### src/rtl/isu_pkg.sv
`timescale 1ns/1ps
package isu_pkg;
  localparam int unsigned OFF_STATUS  = 32'h10;
  localparam int unsigned OFF_MASK    = 32'h20;
  localparam int unsigned OFF_ENABLE  = 32'h24;
  localparam int unsigned OFF_DISABLE = 32'h28;

  typedef enum logic [1:0] {
    SEL_ZERO   = 2'd0,
    SEL_STATUS = 2'd1,
    SEL_MASK   = 2'd2
  } rd_sel_e;
endpackage

### src/rtl/isu_decode.sv
`timescale 1ns/1ps
module isu_decode #(
  parameter int unsigned ADDR_W = 8
) (
  input  logic              wr_en_i,
  input  logic [ADDR_W-1:0] addr_i,
  output logic              wr_status_o,
  output logic              wr_enable_o,
  output logic              wr_disable_o,
  output isu_pkg::rd_sel_e  rd_sel_o
);
  import isu_pkg::*;

  logic hit_status, hit_mask, hit_enable, hit_disable;

  always_comb begin
    hit_status  = (addr_i == ADDR_W'(OFF_STATUS));
    hit_mask    = (addr_i == ADDR_W'(OFF_MASK));
    hit_enable  = (addr_i == ADDR_W'(OFF_ENABLE));
    hit_disable = (addr_i == ADDR_W'(OFF_DISABLE));

    wr_status_o  = wr_en_i & hit_status;
    wr_enable_o  = wr_en_i & hit_enable;
    wr_disable_o = wr_en_i & hit_disable;

    if (hit_status)    rd_sel_o = SEL_STATUS;
    else if (hit_mask) rd_sel_o = SEL_MASK;
    else               rd_sel_o = SEL_ZERO;
  end
endmodule

### src/rtl/isu_status.sv
`timescale 1ns/1ps
module isu_status #(
  parameter int unsigned      W        = 10,
  parameter logic [W-1:0]     CLR_MASK = 10'h2FF
) (
  input  logic         clk,
  input  logic         rst_n,
  input  logic [W-1:0] evt_i,
  input  logic         clr_req_i,
  input  logic [W-1:0] clr_bits_i,
  output logic [W-1:0] stat_o
);
  for (genvar i = 0; i < W; i++) begin : g_bit
    if (CLR_MASK[i]) begin : g_w1c
      always_ff @(posedge clk) begin
        if (!rst_n)                          stat_o[i] <= 1'b0;
        else if (evt_i[i])                   stat_o[i] <= 1'b1;
        else if (clr_req_i && clr_bits_i[i]) stat_o[i] <= 1'b0;
      end
    end else begin : g_ro
      always_ff @(posedge clk) begin
        if (!rst_n)        stat_o[i] <= 1'b0;
        else if (evt_i[i]) stat_o[i] <= 1'b1;
      end
    end
  end
endmodule

### src/rtl/isu_mask.sv
`timescale 1ns/1ps
module isu_mask #(
  parameter int unsigned  W       = 10,
  parameter logic [W-1:0] RST_VAL = 10'h2FF
) (
  input  logic         clk,
  input  logic         rst_n,
  input  logic         unmask_i,
  input  logic         setmask_i,
  input  logic [W-1:0] bits_i,
  output logic [W-1:0] mask_o
);
  always_ff @(posedge clk) begin
    if (!rst_n)         mask_o <= RST_VAL;
    else if (unmask_i)  mask_o <= mask_o & ~bits_i;
    else if (setmask_i) mask_o <= mask_o | bits_i;
  end
endmodule

### src/rtl/irq_status_unit.sv
`timescale 1ns/1ps
module irq_status_unit #(
  parameter int unsigned       STAT_W   = 10,
  parameter int unsigned       ADDR_W   = 8,
  parameter int unsigned       DATA_W   = 32,
  parameter logic [STAT_W-1:0] CLR_MASK = 10'h2FF,
  parameter logic [STAT_W-1:0] MASK_RST = 10'h2FF
) (
  input  logic              clk,
  input  logic              rst_n,
  input  logic [STAT_W-1:0] evt_i,
  input  logic              wr_en_i,
  input  logic [ADDR_W-1:0] addr_i,
  input  logic [DATA_W-1:0] wdata_i,
  output logic [DATA_W-1:0] rdata_o,
  output logic              irq_o
);
  import isu_pkg::*;

  localparam int unsigned PAD_W = DATA_W - STAT_W;

  logic              wr_status, wr_enable, wr_disable;
  rd_sel_e           rd_sel;
  logic [STAT_W-1:0] stat_q, mask_q, wbits;
  logic              unused_hi;
  logic              irq_q;

  assign wbits     = wdata_i[STAT_W-1:0];
  assign unused_hi = ^wdata_i[DATA_W-1:STAT_W];

  isu_decode #(.ADDR_W(ADDR_W)) u_dec (
    .wr_en_i     (wr_en_i),
    .addr_i      (addr_i),
    .wr_status_o (wr_status),
    .wr_enable_o (wr_enable),
    .wr_disable_o(wr_disable),
    .rd_sel_o    (rd_sel)
  );

  isu_status #(.W(STAT_W), .CLR_MASK(CLR_MASK)) u_stat (
    .clk       (clk),
    .rst_n     (rst_n),
    .evt_i     (evt_i),
    .clr_req_i (wr_status),
    .clr_bits_i(wbits),
    .stat_o    (stat_q)
  );

  isu_mask #(.W(STAT_W), .RST_VAL(MASK_RST)) u_mask (
    .clk      (clk),
    .rst_n    (rst_n),
    .unmask_i (wr_enable),
    .setmask_i(wr_disable),
    .bits_i   (wbits),
    .mask_o   (mask_q)
  );

  always_comb begin
    case (rd_sel)
      SEL_STATUS: rdata_o = {{PAD_W{1'b0}}, stat_q};
      SEL_MASK:   rdata_o = {{PAD_W{1'b0}}, mask_q};
      default:    rdata_o = '0;
    endcase
  end

  always_ff @(posedge clk) begin
    if (!rst_n) irq_q <= 1'b0;
    else        irq_q <= |(stat_q & ~mask_q);
  end

  assign irq_o = irq_q;
endmodule

### config.mk
export PLATFORM = sky130hd
export DESIGN_NAME = irq_status_unit
export DESIGN_NICKNAME = d
export VERILOG_FILES = /design/src/rtl/isu_pkg.sv /design/src/rtl/isu_decode.sv /design/src/rtl/isu_status.sv /design/src/rtl/isu_mask.sv /design/src/rtl/irq_status_unit.sv
export SDC_FILE = /design/constraint.sdc
export NUM_CORES = 1
export LEC_CHECK = 0
export ABC_AREA = 1
export CAP_MARGIN = 5
export CORE_MARGIN = 5
export CORE_UTILIZATION = 45
export DETAILED_ROUTE_END_ITERATION = 7
export DONT_BUFFER_PORTS = 1
export GPL_TIMING_DRIVEN = 0
export SYNTH_ARGS = -nofsm -noshare
export SYNTH_HDL_FRONTEND = slang
export SYNTH_SLANG_ARGS = --single-unit
### constraint.sdc
create_clock -name clk -period 3 [get_ports clk]
set_clock_uncertainty 0.15 [all_clocks]
set_input_delay 0.6 -clock clk [delete_from_list [all_inputs] [get_ports clk]]
set_output_delay 0.6 -clock clk [all_outputs]
set_load 0.01 [all_outputs]
---- Yosys cells after proc, flatten, opt, wreduce, memory -nomap -nowiden ----
Index checks and enable logic that the tools add are counted.
storage, ports and cells
  bits in registers ....................... 21
  word-level logic and storage cells ...... 69
operators by class
  reduce and logical (&&, ||, !) cells .... 20
  bitwise gates (word level) .............. 8
  equality and inequality tests ........... 6
  multiplexer cells ....................... 23
operator list
  cell                                                  number
  equality test 8 x 6 -> 1 bit (second input constant)  3
  AND 10 bit                                            2
  two-way mux 10 bit                                    2
  inverter 10 bit                                       2
  one-hot mux 10 bit (2 select lines)                   1
  nonzero test 2 bit                                    10
  two-way mux 1 bit                                     18
  OR 10 bit                                             1
  OR reduction 10 bit                                   1
  logical AND 1 bit                                     9
  equality test 8 x 5 -> 1 bit (second input constant)  1
  two-way mux 2 bit                                     2
  AND 1 bit                                             3
  equality test 2 x 1 -> 1 bit (second input constant)  1
  equality test 2 bit (second input constant)           1

---- Logic depth before layout (Yosys ltp) ----
Gate-level depths: netlist of the first run.
  depth in word-level cells ............... 5
  depth in mapped cells ................... 8

---- Modules after synthesis ----
Synthesis of the first run repeated with hierarchy kept, for this count alone.
unflattened totals
  cell total of the unflattened synthesis .. 240
  area total of the unflattened synthesis .. 1433.9 µm²
modules (own cells, without submodules)
  module           seq. area each (µm²)  area an instance (µm²)  times used  cells each
  irq_status_unit  20.0                  484.2                   1           91
  isu_mask         200.2                 464.2                   1           73
  isu_status       200.2                 372.9                   1           50
  isu_decode       0.0                   112.6                   1           26

---- Least setup slack after synthesis of the first run ----
No wires, ideal clock.
  path type ............................... input port to output port
  from .................................... input addr_i[7]
  to ...................................... output rdata_o[0]
  path buffers ............................ 1
  path slack .............................. 0.917 ns
  arrival ................................. 1.333 ns
  cell stages on the path ................. 6
  cells stage by stage .................... nor2_2 nand3_2 inv_2 buf_4 nand3_4 o21ai_2
between the ends
  word-level cells in the longest chain between the ends .. 5
  elaborated cells between the ends (all ways) .. 7
ends and longest elaborated chain
  what                                                                 RTL line               text
  from (decl)                                                          irq_status_unit.sv:13  input logic [ADDR_W-1:0] addr_i,
  equality test 8 x 6 -> 1 bit                                         isu_decode.sv:18       hit_mask = (addr_i == ADDR_W'(OFF_MASK));
  two-way mux 2 bit                                                    isu_decode.sv:27       else if (hit_mask) rd_sel_o = SEL_MASK;
  two-way mux 2 bit (*)                                                isu_decode.sv:26       if (hit_status) rd_sel_o = SEL_STATUS;
  equality test 2 bit or equality test 2 x 1 -> 1 bit (tied branches)  irq_status_unit.sv:59  case (rd_sel)
  one-hot mux 10 bit (2 select lines) (*)                              irq_status_unit.sv:59
  to (decl)                                                            irq_status_unit.sv:15  output logic [DATA_W-1:0] rdata_o,
Every way passes the cells marked *; elsewhere a longest branch is shown, timed or not.

---- Worst setup path after layout of the first run ----
  from .................................... input addr_i[7]
  to ...................................... output rdata_o[4]
Same word-level chain as after synthesis.

==> results.yml, run 1 <==
power_and_ir_drop:
  power_leakage_uw: 0.000857
  peakVddDrop_mv: 0.249
  p_per_area_mw_per_mm2: 328
finish:
  area_growth_pct: 11.4
  multi_input_area_um2: 771
  fin_nets: 274
  final_cell_area_mm2: 0.00158
  drive_gt1_share_pct: 28.6
  antenna_cells: 0
  fill_cells: 307
  regArea_um2: 420
timing:
  final_max_slew_viol_count: 0
  hold_viol: 0
  fin_crit_sh_pct: 75.0
  fin_ws_ps: 750
  finalSetupViolCount: 0
  max_freq_ghz: 0.444
  setup_tns_ps: 0
  rsz0062_at_grt: "no"
  fin_hold_ws_ps: 238
  period_needed_ps: 2250
yosys:
  synth_cell_types: 22
  synth_top_area_share_pct: 29.6
  synth_edf_count: 0
  ys_ff_latch: 21
  synth-seq-area-share_pct: 29.6
  ys_top_cells_by_area: "dfxtp_1 30%, buf_4 13%, nand3_1 11%"
  synthFlopType: "dfxtp_1"
  synthesis.area_mm2: 0.00142
  synthCells: 195
  yosys.area.top_type: "dfxtp_1"
  ys_async_sr_fraction_pct: 0
  ys.warnings.count: 0
  avgSynthCellArea_um2: 7.28
global_route:
  grt_pass1_vias: 1129
  track_usage_pct: 15.8
  grt_pass1_wl_um: 5330
  antenna_found_initial: 0
  grt_start_max_net_pins: 13
  grt_overflow: 0
setup_path:
  path_buf_inv: 2
  worst_setup_path_end_kind: "primary output"
  cp_top_family: "simple AND/OR/NAND/NOR gates"
  crit_chain: "nor2_2 > nand3_2 > inv_2 > buf_4 > nand3_4 > o21ai_2"
  crit_path_top_delay_cell: "o21ai_2"
  worstSetupPathType: "primary input to primary output"
  cp.arrival_ps: 1500
  slowest_delay_ps: 250
  cp_max_fo: 10
  startpoint_type: "primary input"
  worstPathRequired_ps: 2250
floorplanning:
  die_x_um: 66.2
  start_util_pct: 46.9
  rows: 20
  dieArea_mm2: 0.00438
  ios: 86
  fp.dieH_um: 66.2
  coreArea_mm2: 0.00303
clocking:
  htree_levels: 1
  clock_path_buffers: 2
  clkTransAtPathRegs_ps: 130
  postCtsSetupBuffers: 0
  cts_tree: "yes"
  cts-root-buf: "clkbuf_4"
  clkSinkCount: 21
  cts_buffers: 3
  ctsResizeCount: 0
  cts-hold-fix-buffers: 0
  clk_latency_ps: 320
placed_design:
  io_buffers: 0
  place_area_mm2: 0.00155
  place_congestion: 0.752
  dp_hpwl_um: 2500
  pre_cts_ws_ps: 739
route:
  drt-initial-drc-count: 38
  ant_nets: 0
  dr.pass1.iters: 4
  wl_per_cell_um: 12.6
  avgViaCountPerCell: 4.63
  vias: 1221
  drt_drc_violations_left: 0
  wl_um: 3340
status:
  outcome: "finished, final reports clean"
hold_path:
  holdCritPathClass: "primary input to register"
job:
  drv_cap: 0
synth_stat cells (2+ instances only):
master and number:
nor2_4 3, buf_4 25, nand2_2 11, inv_1 22
nand3_1 30, nand2_1 33, nand3_2 2, a21oi_1 13
nor2_2 2, nand4_1 10, o21ai_2 10, nor2_1 4
dfxtp_1 21
routing by layer:
metal  wire length [um]  vias to the layer above  track usage, %
met5                  0                        -               0
met4                 10                        0            1.52
met3                219                        2            4.93
met2               1670                       32            29.0
met1               1440                      545            18.5
li1                   -                      642               -
power by group:
part	total [uW]	internal (uW)	switching (uW)
Combinational	77.3	33.0	44.3
Clock	143	49.9	92.8
Sequential	299	290	9.06
Total	519	373	146
cell type report:
type                    count  area share, %
clock buffers               3           1.43
plain buffers              28           13.7
multi-input cells         143           48.8
flip-flops and latches     21           26.6
well taps                  44           3.48
inverters                  24           5.70
clock inverters             1          0.317
per-stage QoR:
stage | total power (uW) | std cells | utilization, %
5_1_grt | 548 | 264 | 52.2
3_5_place_dp | 381 | 260 | 51.3
6_report | 519 | 264 | 52.2
4_1_cts | 519 | 264 | 52.2
2_1_floorplan | 371 | 216 | -
3_3_place_gp | 379 | 260 | 51.3
path summary, 6_finish.rpt:
kind | from | to | slack (ps) | cells after the start
hold reg to reg | register | register | 320 | 2
hold / removal | rst_n | register | 240 | 2
setup reg to reg | register | irq_o | 1860 | 7
setup / recovery | addr_i[7] | rdata_o[4] | 750 | 6
kinds of logic (layout without fill, tap and decap cells):
kind of cell,Yosys count,count (layout),synth area share (%)
AND/OR/NAND/NOR,98,98,37.7
buffers and inverters,52,56,21.6
AO/OA/AOI/OAI,23,23,10.8
other,1,22,0.264
flip-flops,21,21,29.6
cells in the final DEF (no fill, tap or decap), types with 4 or more instances in the layout:
cell type	instances
inv_1	22
o21ai_2	10
nand4_1	10
dfxtp_1	21
conb_1	22
a21oi_1	13
nand2_1	33
nor2_1	4
nand3_1	30
nand2_2	11
buf_4	25
No activity file was read; power rests on OpenSTA's default activity.
==> run 2, diff against run 1 <==
- clock period: 3 -> 1.85 ns (I/O delays scaled with it)
==> run 2 against run 1 <==
  * Sequential power increased by 62%
  * Register-to-register slack worse by 1200 ps
  * Routed wire length is 4.3% higher
  * Design area up 1.6%
  * Highest routed layer unchanged
==> results.yml, run 2 (same netlist as run 1, synthesis figures left out) <==
finish:
  regArea_um2: 420
  fill_cells: 305
  final_cell_mix: "33 x nand2_1, 30 x nand3_1, 25 x buf_4, 22 x inv_1, 22 x conb_1"
  area_growth_pct: 13.1
  fin_nets: 275
  antenna_cells: 0
  multi_input_area_um2: 796
  final_common_cell: "nand2_1"
  final_util_pct: 53.0
  drive_gt1_share_pct: 29.0
power_and_ir_drop:
  power.total_uw: 845
  p_per_area_mw_per_mm2: 527
  power_leakage_uw: 0.000858
  peakVddDrop_mv: 0.409
floorplanning:
  die_x_um: 66.2
  dieArea_mm2: 0.00438
  start_util_pct: 46.9
  fp.dieH_um: 66.2
  coreArea_mm2: 0.00303
  rows: 20
  ios: 86
clocking:
  cts_tree: "yes"
  clock_path_buffers: 2
  clkSinkCount: 21
  htree_levels: 1
  cts_buffers: 3
  clk_latency_ps: 310
  cts-root-buf: "clkbuf_4"
  cts-hold-fix-buffers: 0
  clkTransAtPathRegs_ps: 130
placed_design:
  io_buffers: 0
  dp_hpwl_um: 2500
  place_congestion: 0.752
setup_path:
  slowest_delay_ps: 250
  worstSetupPathType: "primary input to primary output"
  cp_max_fo: 10
  startpoint_type: "primary input"
  timing.rr.end: "irq_o"
  cp.arrival_ps: 1270
  crit_path_top_delay_cell: "nor2_4"
  path_buf_inv: 1
  worstPathRequired_ps: 1330
  cp_top_family: "simple AND/OR/NAND/NOR gates"
  worst_setup_path_end_kind: "primary output"
  crit_chain: "nor2_4 > nand2_4 > nor2_8 > buf_12 > nand2_2 > o21ai_2"
  reg2reg_slack_ps: 710
  rr_worst_depth: 7
route:
  drt_drc_violations_left: 0
  avgViaCountPerCell: 4.68
  wl_per_cell_um: 13.1
  vias: 1240
  wl_um: 3480
  ant_nets: 0
  drt-initial-drc-count: 46
  dr.pass1.iters: 4
timing:
  setup_tns_ps: 0
  final_max_slew_viol_count: 0
  period_needed_ps: 1790
  finalSetupViolCount: 0
  hold_viol: 0
  rsz0062_at_grt: "no"
  max_freq_ghz: 0.560
  fin_crit_sh_pct: 96.6
  fin_hold_ws_ps: 11.7
global_route:
  grt_pass1_wl_um: 5330
  track_usage_pct: 15.8
  antenna_found_initial: 0
  grt_pass1_vias: 1129
  grt_overflow: 0
  grt_start_max_net_pins: 13
hold_path:
  holdCritPathClass: "primary input to register"
  hold_depth: 2
  hp-start: "rst_n"
status:
  outcome: "finished, final reports clean"
job:
  drv_cap: 0
run 2: area by class of cell:
type	instances	area share (%)
plain buffers	28	13.5
clock buffers	3	1.40
clock inverters	1	0.312
inverters	24	5.61
multi-input cells	144	49.6
flip-flops and latches	21	26.2
well taps	44	3.43
run 2: metrics by stage:
step                      cell area (um2)  std cells  setup slack (ps)
after CTS                            1580        264              46.8
after detailed placement             1550        260              48.7
final                                1610        265              62.7
after global routing                 1610        265              7.63
after floorplan                      1500        216               227
after global placement               1550        260              84.6
run 2: what timing repair did:
action                                  CTS  global route
setup buffers                             0             0
endpoints found under the setup margin    0            10
hold endpoints to repair                  0             0
resized for setup                         0             2
run 2: how the worst max path moves through the flow:
| stage | from | end | cells past startpoint |
|---|---|---|---|
| final | addr_i[1] | rdata_o[7] | 6 |
| after global routing | addr_i[1] | rdata_o[7] | 6 |
| after CTS | addr_i[7] | rdata_o[4] | 6 |
| after detailed placement | addr_i[7] | rdata_o[4] | 6 |
| after global placement | addr_i[7] | rdata_o[0] | 6 |
| after floorplan | addr_i[7] | rdata_o[0] | 6 |
run 2: report_power, final:
group	leakage (uW)	switching, uW	internal, uW	total, uW
sequential	0.000173	14.7	470	484
clock	0.0000177	151	80.8	232
combinational	0.000668	75.1	53.7	129
run 2: metal layers:
| metal | part of all wire (%) | GRT usage (%) |
|---|---|---|
| met1 | 39 | 18.5 |
| met2 | 51 | 29.0 |
| met3 | 9.2 | 4.93 |
| met4 | 0.29 | 1.52 |
| met5 | 0 | 0 |
